[config.mk]
export PLATFORM = sky130hd
export DESIGN_NAME = dbg_event_counter
export DESIGN_NICKNAME = d
export VERILOG_FILES = /design/src/rtl/evc_pkg.sv /design/src/rtl/evc_ctrl_reg.sv /design/src/rtl/evc_count_core.sv /design/src/rtl/evc_trace_seq.sv /design/src/rtl/dbg_event_counter.sv
export SDC_FILE = /design/constraint.sdc
export NUM_CORES = 1
export LEC_CHECK = 0
export BUFFER_PORTS_ARGS = -buffer_cell sky130_fd_sc_hd__buf_2
export CAP_MARGIN = 10
export CORE_MARGIN = 2
export CORE_UTILIZATION = 25
export CTS_CLUSTER_SIZE = 14
export DETAILED_ROUTE_END_ITERATION = 12
export PLACE_DENSITY = 0.45
export SLEW_MARGIN = 20
export SYNTH_ARGS = -nofsm -noshare
export SYNTH_HDL_FRONTEND = slang
export SYNTH_SLANG_ARGS = --single-unit
[constraint.sdc]
create_clock -name clk -period 3.6 [get_ports clk]
set_input_delay 0.18 -clock clk [delete_from_list [all_inputs] [get_ports clk]]
set_output_delay 0.18 -clock clk [all_outputs]
set_load 0.005 [all_outputs]
[src/rtl/evc_pkg.sv]
package evc_pkg;

  localparam int CTRL_W = 16;
  localparam logic [CTRL_W-1:0] CTRL_KEEP = 16'h03FF;

  localparam logic [1:0] EN_OFF      = 2'd0;
  localparam logic [1:0] EN_NOW      = 2'd1;
  localparam logic [1:0] EN_ON_START = 2'd2;

  localparam logic [2:0] SRC_CLOCK = 3'd0;
  localparam logic [2:0] SRC_TRACE = 3'd1;
  localparam logic [2:0] SRC_START = 3'd2;

  localparam logic [1:0] SEL_CTRL = 2'd0;
  localparam logic [1:0] SEL_CNT  = 2'd1;
  localparam logic [1:0] SEL_EXT  = 2'd2;

  typedef struct packed {
    logic [5:0] rsvd;
    logic       test;
    logic       ext_mode;
    logic [1:0] trace_mode;
    logic       exc_en;
    logic [2:0] src;
    logic [1:0] en;
  } ctrl_t;

  typedef enum logic [1:0] {
    TS_IDLE = 2'd0,
    TS_ADDR = 2'd1,
    TS_CNT  = 2'd2,
    TS_EXT  = 2'd3
  } trc_state_e;

  function automatic ctrl_t ctrl_clean(input logic [CTRL_W-1:0] raw);
    return ctrl_t'(raw & CTRL_KEEP);
  endfunction

  function automatic logic src_event(input logic [2:0] src,
                                     input logic word_fire,
                                     input logic start_hit);
    case (src)
      SRC_CLOCK: return 1'b1;
      SRC_TRACE: return word_fire;
      SRC_START: return start_hit;
      default:   return 1'b0;
    endcase
  endfunction

endpackage

[src/rtl/evc_ctrl_reg.sv]
module evc_ctrl_reg
  import evc_pkg::*;
(
  input  logic              clk,
  input  logic              rst_n,
  input  logic              wr_ctrl,
  input  logic [CTRL_W-1:0] wr_data,
  input  logic              start_match,
  output ctrl_t             ctrl_q,
  output logic              count_active
);

  logic armed_q;

  always_ff @(posedge clk or negedge rst_n) begin
    if (!rst_n) begin
      ctrl_q  <= '0;
      armed_q <= 1'b0;
    end else begin
      if (wr_ctrl) begin
        ctrl_q  <= ctrl_clean(wr_data);
        armed_q <= 1'b0;
      end else if (ctrl_q.en == EN_ON_START && start_match) begin
        armed_q <= 1'b1;
      end
    end
  end

  always_comb begin
    count_active = (ctrl_q.en == EN_NOW) ||
                   (ctrl_q.en == EN_ON_START && armed_q);
  end

endmodule

[src/rtl/evc_count_core.sv]
module evc_count_core #(
  parameter int CNT_W = 32
) (
  input  logic             clk,
  input  logic             rst_n,
  input  logic             wr_cnt,
  input  logic             wr_ext,
  input  logic [CNT_W-1:0] wr_data,
  input  logic             step,
  input  logic             ext_mode,
  output logic [CNT_W-1:0] cnt_q,
  output logic [CNT_W-1:0] ext_q,
  output logic             borrow
);

  localparam logic [CNT_W-1:0] ALL_ONES = {CNT_W{1'b1}};
  localparam logic [CNT_W-1:0] ONE      = {{(CNT_W-1){1'b0}}, 1'b1};

  function automatic logic [CNT_W-1:0] main_next(input logic [CNT_W-1:0] c,
                                                 input logic [CNT_W-1:0] e,
                                                 input logic cascade);
    if (c != '0)                  return c - ONE;
    else if (cascade && e != '0)  return ALL_ONES;
    else                          return '0;
  endfunction

  logic cnt_zero;
  assign cnt_zero = (cnt_q == '0);
  assign borrow   = step && cnt_zero && ext_mode && (ext_q != '0);

  always_ff @(posedge clk or negedge rst_n) begin
    if (!rst_n) begin
      cnt_q <= '0;
    end else if (wr_cnt) begin
      cnt_q <= wr_data;
    end else if (step) begin
      cnt_q <= main_next(cnt_q, ext_q, ext_mode);
    end
  end

  always_ff @(posedge clk or negedge rst_n) begin
    if (!rst_n) begin
      ext_q <= '0;
    end else if (wr_ext) begin
      ext_q <= wr_data;
    end else if (borrow && !wr_cnt) begin
      ext_q <= ext_q - ONE;
    end
  end

endmodule

[src/rtl/evc_trace_seq.sv]
module evc_trace_seq
  import evc_pkg::*;
#(
  parameter int DATA_W = 32
) (
  input  logic              clk,
  input  logic              rst_n,
  input  logic              in_valid,
  input  logic [DATA_W-1:0] in_addr,
  output logic              in_ready,
  input  logic [1:0]        trace_mode,
  input  logic [DATA_W-1:0] cnt_in,
  input  logic [DATA_W-1:0] ext_in,
  output logic              out_valid,
  output logic [DATA_W-1:0] out_data,
  input  logic              out_ready,
  output logic              word_fire
);

  trc_state_e        state_q;
  logic [1:0]        tm_q;
  logic [DATA_W-1:0] addr_q;
  logic [DATA_W-1:0] cnt_snap;
  logic [DATA_W-1:0] ext_snap;

  assign in_ready  = (state_q == TS_IDLE);
  assign out_valid = (state_q != TS_IDLE);
  assign word_fire = out_valid && out_ready;

  always_ff @(posedge clk or negedge rst_n) begin
    if (!rst_n) begin
      state_q  <= TS_IDLE;
      tm_q     <= '0;
      addr_q   <= '0;
      cnt_snap <= '0;
      ext_snap <= '0;
    end else begin
      case (state_q)
        TS_IDLE: if (in_valid) begin
          addr_q  <= in_addr;
          tm_q    <= trace_mode;
          state_q <= TS_ADDR;
        end
        TS_ADDR: if (out_ready) begin
          cnt_snap <= cnt_in;
          ext_snap <= ext_in;
          state_q  <= (tm_q == 2'd0) ? TS_IDLE : TS_CNT;
        end
        TS_CNT: if (out_ready) begin
          state_q <= tm_q[1] ? TS_EXT : TS_IDLE;
        end
        default: if (out_ready) begin
          state_q <= TS_IDLE;
        end
      endcase
    end
  end

  always_comb begin
    case (state_q)
      TS_CNT:  out_data = cnt_snap;
      TS_EXT:  out_data = ext_snap;
      default: out_data = addr_q;
    endcase
  end

endmodule

[src/rtl/dbg_event_counter.sv]
module dbg_event_counter
  import evc_pkg::*;
#(
  parameter int CNT_W = 32
) (
  input  logic             clk,
  input  logic             rst_n,
  input  logic             csr_wr_en,
  input  logic [1:0]       csr_wr_sel,
  input  logic [CNT_W-1:0] csr_wr_data,
  input  logic [1:0]       csr_rd_sel,
  output logic [CNT_W-1:0] csr_rd_data,
  input  logic             start_match,
  input  logic             end_match,
  output logic             dbg_exc_req,
  input  logic             trc_in_valid,
  input  logic [CNT_W-1:0] trc_in_addr,
  output logic             trc_in_ready,
  output logic             trc_out_valid,
  output logic [CNT_W-1:0] trc_out_data,
  input  logic             trc_out_ready
);

  localparam int PAD_W = CNT_W - CTRL_W;

  logic             wr_ctrl, wr_cnt, wr_ext;
  ctrl_t            ctrl_q;
  logic [CTRL_W-1:0] ctrl_word;
  logic             count_active;
  logic             word_fire;
  logic             evt_hit;
  logic             step;
  logic             borrow;
  logic [CNT_W-1:0] cnt_q, ext_q;

  assign wr_ctrl   = csr_wr_en && (csr_wr_sel == SEL_CTRL);
  assign wr_cnt    = csr_wr_en && (csr_wr_sel == SEL_CNT);
  assign wr_ext    = csr_wr_en && (csr_wr_sel == SEL_EXT);
  assign ctrl_word = ctrl_q;

  evc_ctrl_reg u_ctrl (
    .clk          (clk),
    .rst_n        (rst_n),
    .wr_ctrl      (wr_ctrl),
    .wr_data      (csr_wr_data[CTRL_W-1:0]),
    .start_match  (start_match),
    .ctrl_q       (ctrl_q),
    .count_active (count_active)
  );

  assign evt_hit = src_event(ctrl_q.src, word_fire, start_match);
  assign step    = count_active && evt_hit;

  evc_count_core #(.CNT_W(CNT_W)) u_core (
    .clk      (clk),
    .rst_n    (rst_n),
    .wr_cnt   (wr_cnt),
    .wr_ext   (wr_ext),
    .wr_data  (csr_wr_data),
    .step     (step),
    .ext_mode (ctrl_q.ext_mode),
    .cnt_q    (cnt_q),
    .ext_q    (ext_q),
    .borrow   (borrow)
  );

  evc_trace_seq #(.DATA_W(CNT_W)) u_trace (
    .clk        (clk),
    .rst_n      (rst_n),
    .in_valid   (trc_in_valid),
    .in_addr    (trc_in_addr),
    .in_ready   (trc_in_ready),
    .trace_mode (ctrl_q.trace_mode),
    .cnt_in     (cnt_q),
    .ext_in     (ext_q),
    .out_valid  (trc_out_valid),
    .out_data   (trc_out_data),
    .out_ready  (trc_out_ready),
    .word_fire  (word_fire)
  );

  always_ff @(posedge clk or negedge rst_n) begin
    if (!rst_n) dbg_exc_req <= 1'b0;
    else        dbg_exc_req <= ctrl_q.exc_en && end_match;
  end

  generate
    if (PAD_W > 0) begin : g_pad
      always_comb begin
        case (csr_rd_sel)
          SEL_CTRL: csr_rd_data = {{PAD_W{1'b0}}, ctrl_word};
          SEL_CNT:  csr_rd_data = cnt_q;
          SEL_EXT:  csr_rd_data = ext_q;
          default:  csr_rd_data = '0;
        endcase
      end
    end else begin : g_nopad
      always_comb begin
        case (csr_rd_sel)
          SEL_CTRL: csr_rd_data = ctrl_word[CNT_W-1:0];
          SEL_CNT:  csr_rd_data = cnt_q;
          SEL_EXT:  csr_rd_data = ext_q;
          default:  csr_rd_data = '0;
        endcase
      end
    end
  endgenerate

endmodule

### Yosys cells after proc, flatten, opt, wreduce, memory -nomap -nowiden

Cells that the tools add are included.

* flip-flop bits (word level): 176
* input port bits: 75
* output and inout port bits: 67
* logic and storage cells: 80

* add/sub/neg operators: 2
* equal/unequal tests: 14
* mux-type cells: 18
* reductions and logical operators: 31

Operators by type and width (number)
* 32-bit two-way mux: 6
* 32-bit one-hot mux with 3 select lines: 1
* 32-bit one-hot mux with 2 select lines: 1
* 32-bit nonzero test: 2
* 32-bit by 1-bit subtractor with 32-bit output (second input constant): 2
* 32-bit logical NOT: 1
* 1-bit logical AND: 13
* 2-bit two-way mux: 6
* 2-bit equality test (second input constant): 5
* 2-bit nonzero test: 5
* 2-bit by 1-bit equality test with 1-bit output (second input constant): 4
* 2-bit logical NOT: 4
* 2-bit != test (second input constant): 3
* 2-bit one-hot mux with 3 select lines: 1
* 2-bit AND reduction: 2
* 4-bit AND reduction: 1
* 3-bit by 1-bit equality test with 1-bit output (second input constant): 1
* 3-bit by 2-bit equality test with 1-bit output (second input constant): 1
* 3-bit logical NOT: 1
* 1-bit one-hot mux with 3 select lines: 1
* 1-bit two-way mux: 2
* 1-bit logical NOT: 1
* 1-bit logical OR: 1

### Depth between registers and ports, before layout

* depth after elaboration: 10
* depth in mapped cells: 11
* mapped depth without buffers: 8

### Modules after synthesis

A second synthesis with hierarchy kept.

* cells, all modules: 968
* area, all modules: 10038.4 um^2

By module, submodules not included
* evc_trace_seq: instances 1, cells an instance 328, area an instance 4543.1 um^2, sequential area each 2502.4 um^2
* evc_count_core: instances 1, cells an instance 522, area an instance 4339.2 um^2, sequential area each 1601.5 um^2
* dbg_event_counter: instances 1, cells an instance 84, area an instance 644.4 um^2, sequential area each 25.0 um^2
* evc_ctrl_reg: instances 1, cells an instance 34, area an instance 511.7 um^2, sequential area each 275.3 um^2

### Worst setup path after synthesis

No wires, ideal clock.

* path kind: reg-to-reg
* from: register u_core.ext_q[4]
* to: register u_core.ext_q[22]
* library setup time: 0.124 ns
* arrival: 2.744 ns
* required time: 3.476 ns
* setup slack: 0.733 ns
* stages on the path, launching flop included: 8
* path buffers: 1
* period minus slack after synthesis: 2.867 ns
* path through: dfrtp_1 or4_4 or4_4 or2_1 or3_4 buf_6 o31a_1 o31a_1

* word-level cells in the longest chain between the ends: 4
* elaborated cells between the ends (all ways): 7
* those cells by class: add/sub (1); mux (2); reduce/logical (4)

RTL lines
* from (decl): line evc_count_core.sv:12 `output logic [CNT_W-1:0] ext_q,`
* from (signal assigned): line evc_count_core.sv:45 `ext_q <= wr_data;`
* from (signal assigned): line evc_count_core.sv:47 `ext_q <= ext_q - ONE;`
* parallel branches: the longest is 4 deep, another holds 32-bit by 1-bit subtractor with 32-bit output

Parallel ways; which one is timed is not known. The select of a mux whose other input is x is not followed.
A chain may end at the register's enable or synchronous reset.

### Final worst setup path

* from: register u_core.cnt_q[26]
* to: register u_core.ext_q[8]

* word-level cells in the longest chain between the ends: 6

RTL lines
* from (decl): line evc_count_core.sv:11 `output logic [CNT_W-1:0] cnt_q,`
* from (signal assigned): line evc_count_core.sv:35 `cnt_q <= wr_data;`
* from (signal assigned): line evc_count_core.sv:37 `cnt_q <= main_next(cnt_q, ext_q, ext_mode);`
* 32-bit logical NOT: line evc_count_core.sv:28 `assign cnt_zero = (cnt_q == '0);`
* 1-bit logical AND (3 in a row): line evc_count_core.sv:29 `assign borrow = step && cnt_zero && ext_mode && (ext_q != '0);`
* 1-bit logical AND: line evc_count_core.sv:46 `end else if (borrow && !wr_cnt) begin`
* 2-bit nonzero test (no source line)

No other way between the ends.

==> run_results.csv <==
group,metric,value,unit
layout,layout_common_cells,"174 x dfrtp_1, 140 x buf_2, 101 x mux2_2, 83 x nor2_1, 59 x nand2_1",
layout,drive_gt1_share,30.37,%
setup_path,cp_slowest_stage_delay,660,ps
layout,fin_util,31.81,%
cts,cts_made_buffers,17,
die,num_rows,71,
status,status,"completed",
die,die_y,198.1,um
setup_path,critPathLaunch,"u_core.cnt_q[26]$_DFFE_PN0P_",
synthesis,ys_ff_latch,176,
cts,cts_sinks,176,
sta,setup-tns-final,0,ps
setup_path,worstSetupPathType,"reg -> reg",
detailed_routing,drt-pass1-iter-count,7,
cts,ctsResizeCount,0,
job,drv_cap,0,
worst_hold_path,worst_hold_path_type,"in -> reg",
synthesis,synthArstFlopShare,100.0,%
synthesis,ys_seq_area_share,46.78,%
detailed_routing,route.detailed.wl_per_inst,20.11,um
sta,finalCriticalPeriod,3189,ps
grt,grt_use_total,17.18,%
synthesis,netlist_instances,920,
synthesis,synth_cell_type_count,65,
setup_path,crit_arrival,3550,ps
layout,nets,1178,
grt,overflow,0,
layout,area_delta_synth_final,26.34,%
setup_path,timing.rr.start,"u_core.cnt_q[26]$_DFFE_PN0P_",
grt,grt_max_degree,80,
detailed_routing,antenna_left,0,
setup_path,cp_common_cell,"or4_1",
synthesis,avgSynthCellArea,10.23,um2
detailed_routing,vias,8003,
place,dp_hpwl,23.98,mm
synthesis,syn_nets,998,
cts,cts_max_path_buffers,2,
sta,skew,10.88,ps
power_and_ir_drop,power_density,705.2,nW/um2
sta,finalHoldViolCount,0,
sta,slew_headroom,28.98,%
grt,grt_pass1_wl,50.65,mm
cts,cts_tree,"yes",
cts,h-tree-depth,4,
synthesis,ys_warn_count,0,
die,die_area,39230,um2
place,portBuffers,141,
setup_path,cp-end-kind,"flip-flop",
sta,max_freq,313.6,MHz
power_and_ir_drop,leakage,5.030,nW
die,fp.dieW,198.1,um
detailed_routing,drtIter0Drc,469,
die,ios,142,
power_and_ir_drop,peakVddDrop,0.0003366,V
synthesis,synth_ff_type,"dfrtp_1",
die,core_area,37400,um2
sta,finalCritPeriodShare,88.58,%
setup_path,r2r_slack,410,ps
setup_path,cp_max_fo,14,
setup_path,path_cells,"or4_1 -> nor4_2 -> nand4_1 -> buf_4 -> or3_1 -> or4_1 -> a31oi_1",
layout,nFillCells,3915,
sta,slew_violations,0,
grt,antenna_found_initial,5,
sta,rsz0062_at_grt,"false",
setup_path,setup.worst_path.start_class,"flip-flop",
cts,cts_root_buffer,"clkbuf_16",
die,initial_core_util,25.17,%
setup_path,cp.required,3960,ps
synthesis,synth_edf_count,0,
sta,tightest_slew,1065,ps
cts,path_clk_slew,70,ps
grt,grt_pass1_vias,8040,
place,routabilityCongestion,0.8191,
synthesis,syn_area,9415,um2
detailed_routing,wl,32.69,mm
worst_hold_path,min_from,"csr_wr_data[31]",
setup_path,critPathSlowestCell,"or4_1",
cts,clock_latency,440,ps
sta,setup_violations,0,
detailed_routing,avgViaCountPerCell,4.922,
detailed_routing,drc,0,
layout,final_common_cell,"dfrtp_1",
[registers in the layout, indices dropped and copies added, names as in the netlist]
name,cells
u_trace.addr_q,32
u_ctrl.ctrl_q,10
u_ctrl.armed_q,1
u_core.ext_q,32
u_trace.tm_q,2
u_core.cnt_q,32
u_trace.cnt_snap,32
u_trace.ext_snap,32
dbg_exc_req,1
u_trace.state_q,2
[routing by layer]
| layer | global-route usage (%) | vias up | share of wire, % |
|---|---|---|---|
| li1 | - | 3786 | - |
| met1 | 24.73 | 3960 | 50 |
| met2 | 25.93 | 216 | 43 |
| met3 | 3.815 | 35 | 5.2 |
| met4 | 4.372 | 6 | 1.3 |
| met5 | 0 | - | 0.11 |
[worst paths after layout]
check	endpoint	depth (start not counted)
worst max register to register	u_core.ext_q[8]$_DFFE_PN0P_	7
min in group asynchronous	u_ctrl.armed_q$_DFFE_PN0P_	2
worst min-delay path	u_core.cnt_q[31]$_DFFE_PN0P_	3
worst min register to register	u_trace.cnt_snap[13]$_DFFE_PN0P_	2
max in group asynchronous	u_core.cnt_q[24]$_DFFE_PN0P_	3
worst max-delay path	u_core.ext_q[8]$_DFFE_PN0P_	7
[critical path: cells and delay by family (launching register included)]
kind,cells,cell delay [ps]
DFF,1,450
buffers and inverters,1,210
AOI/OAI and AO/OA,1,170
and+or+nand+nor,5,2270
[where the power goes]
part	total, W	switching, W	internal [W]
sequential	0.00344	0.000701	0.00274
clock	0.00187	0.000864	0.00100
combinational	0.00308	0.00154	0.00154
[synthesized netlist by cell type (all sizes together), types with 11 or more instances]
library cell / n / area share, %
dfrtp: 176 / 47
mux2: 101 / 12
nor2: 83 / 3.3
nand2: 59 / 2.4
a21oi: 51 / 2.7
o21ai: 50 / 2.7
mux2i: 49 / 5.2
clkbuf: 47 / 1.9
or4: 25 / 2.1
nor3: 23 / 1.2
a22o: 22 / 2.0
nor4: 22 / 1.8
buf: 18 / 0.89
a31oi: 16 / 1.1
or3: 16 / 1.1
nand3: 14 / 0.80
o31ai: 13 / 1.0
xnor2: 13 / 1.2
a221oi: 12 / 1.1
xor2: 11 / 1.0
[metrics by stage]
step           instance area (um2)  power (W)  setup WS, ps  cells  hold WS, ps
2_1_floorplan                 9415   0.005245         732.5    920       -115.6
3_3_place_gp                 10840   0.006492         511.1   1546        265.6
3_5_place_dp                 10840   0.006545         441.0   1546        264.3
4_1_cts                      11890   0.008487         428.3   1624       0.6551
5_1_grt                      11890   0.009010         156.6   1624        31.63
6_report                     11900   0.008389         411.3   1626        17.42
[area by class of cell]
class	count	area, um2	area share, %
Multi-Input combinational cell	669	4731	39.77
Sequential cell	176	4407	37.05
Timing Repair Buffer	226	1490	12.53
Tap cell	511	639.4	5.375
Clock buffer	19	452.9	3.808
Clock inverter	13	132.6	1.115
Inverter	10	37.54	0.3156
Antenna cell	2	5.005	0.04207
[what timing repair did]
item                                   CTS  global route
setup buffers                            0             0
hold buffers                            46             0
endpoints found under the hold margin  113             0
[cell families (layout without fill, tap and decap cells)]
| kind of cell | Yosys count | after routing | synth area share (%) |
|---|---|---|---|
| flops | 176 | 176 | 46.78 |
| simple gates | 292 | 292 | 16.35 |
| compound gates | 200 | 200 | 13.79 |
| other cells | 0 | 2 | 0 |
| xor+xnor | 24 | 24 | 2.233 |
| mux | 150 | 150 | 17.29 |
| buf+inv | 75 | 268 | 3.163 |
| fa+ha+maj | 3 | 3 | 0.3987 |
No activity file was read; power rests on OpenSTA's default activity.
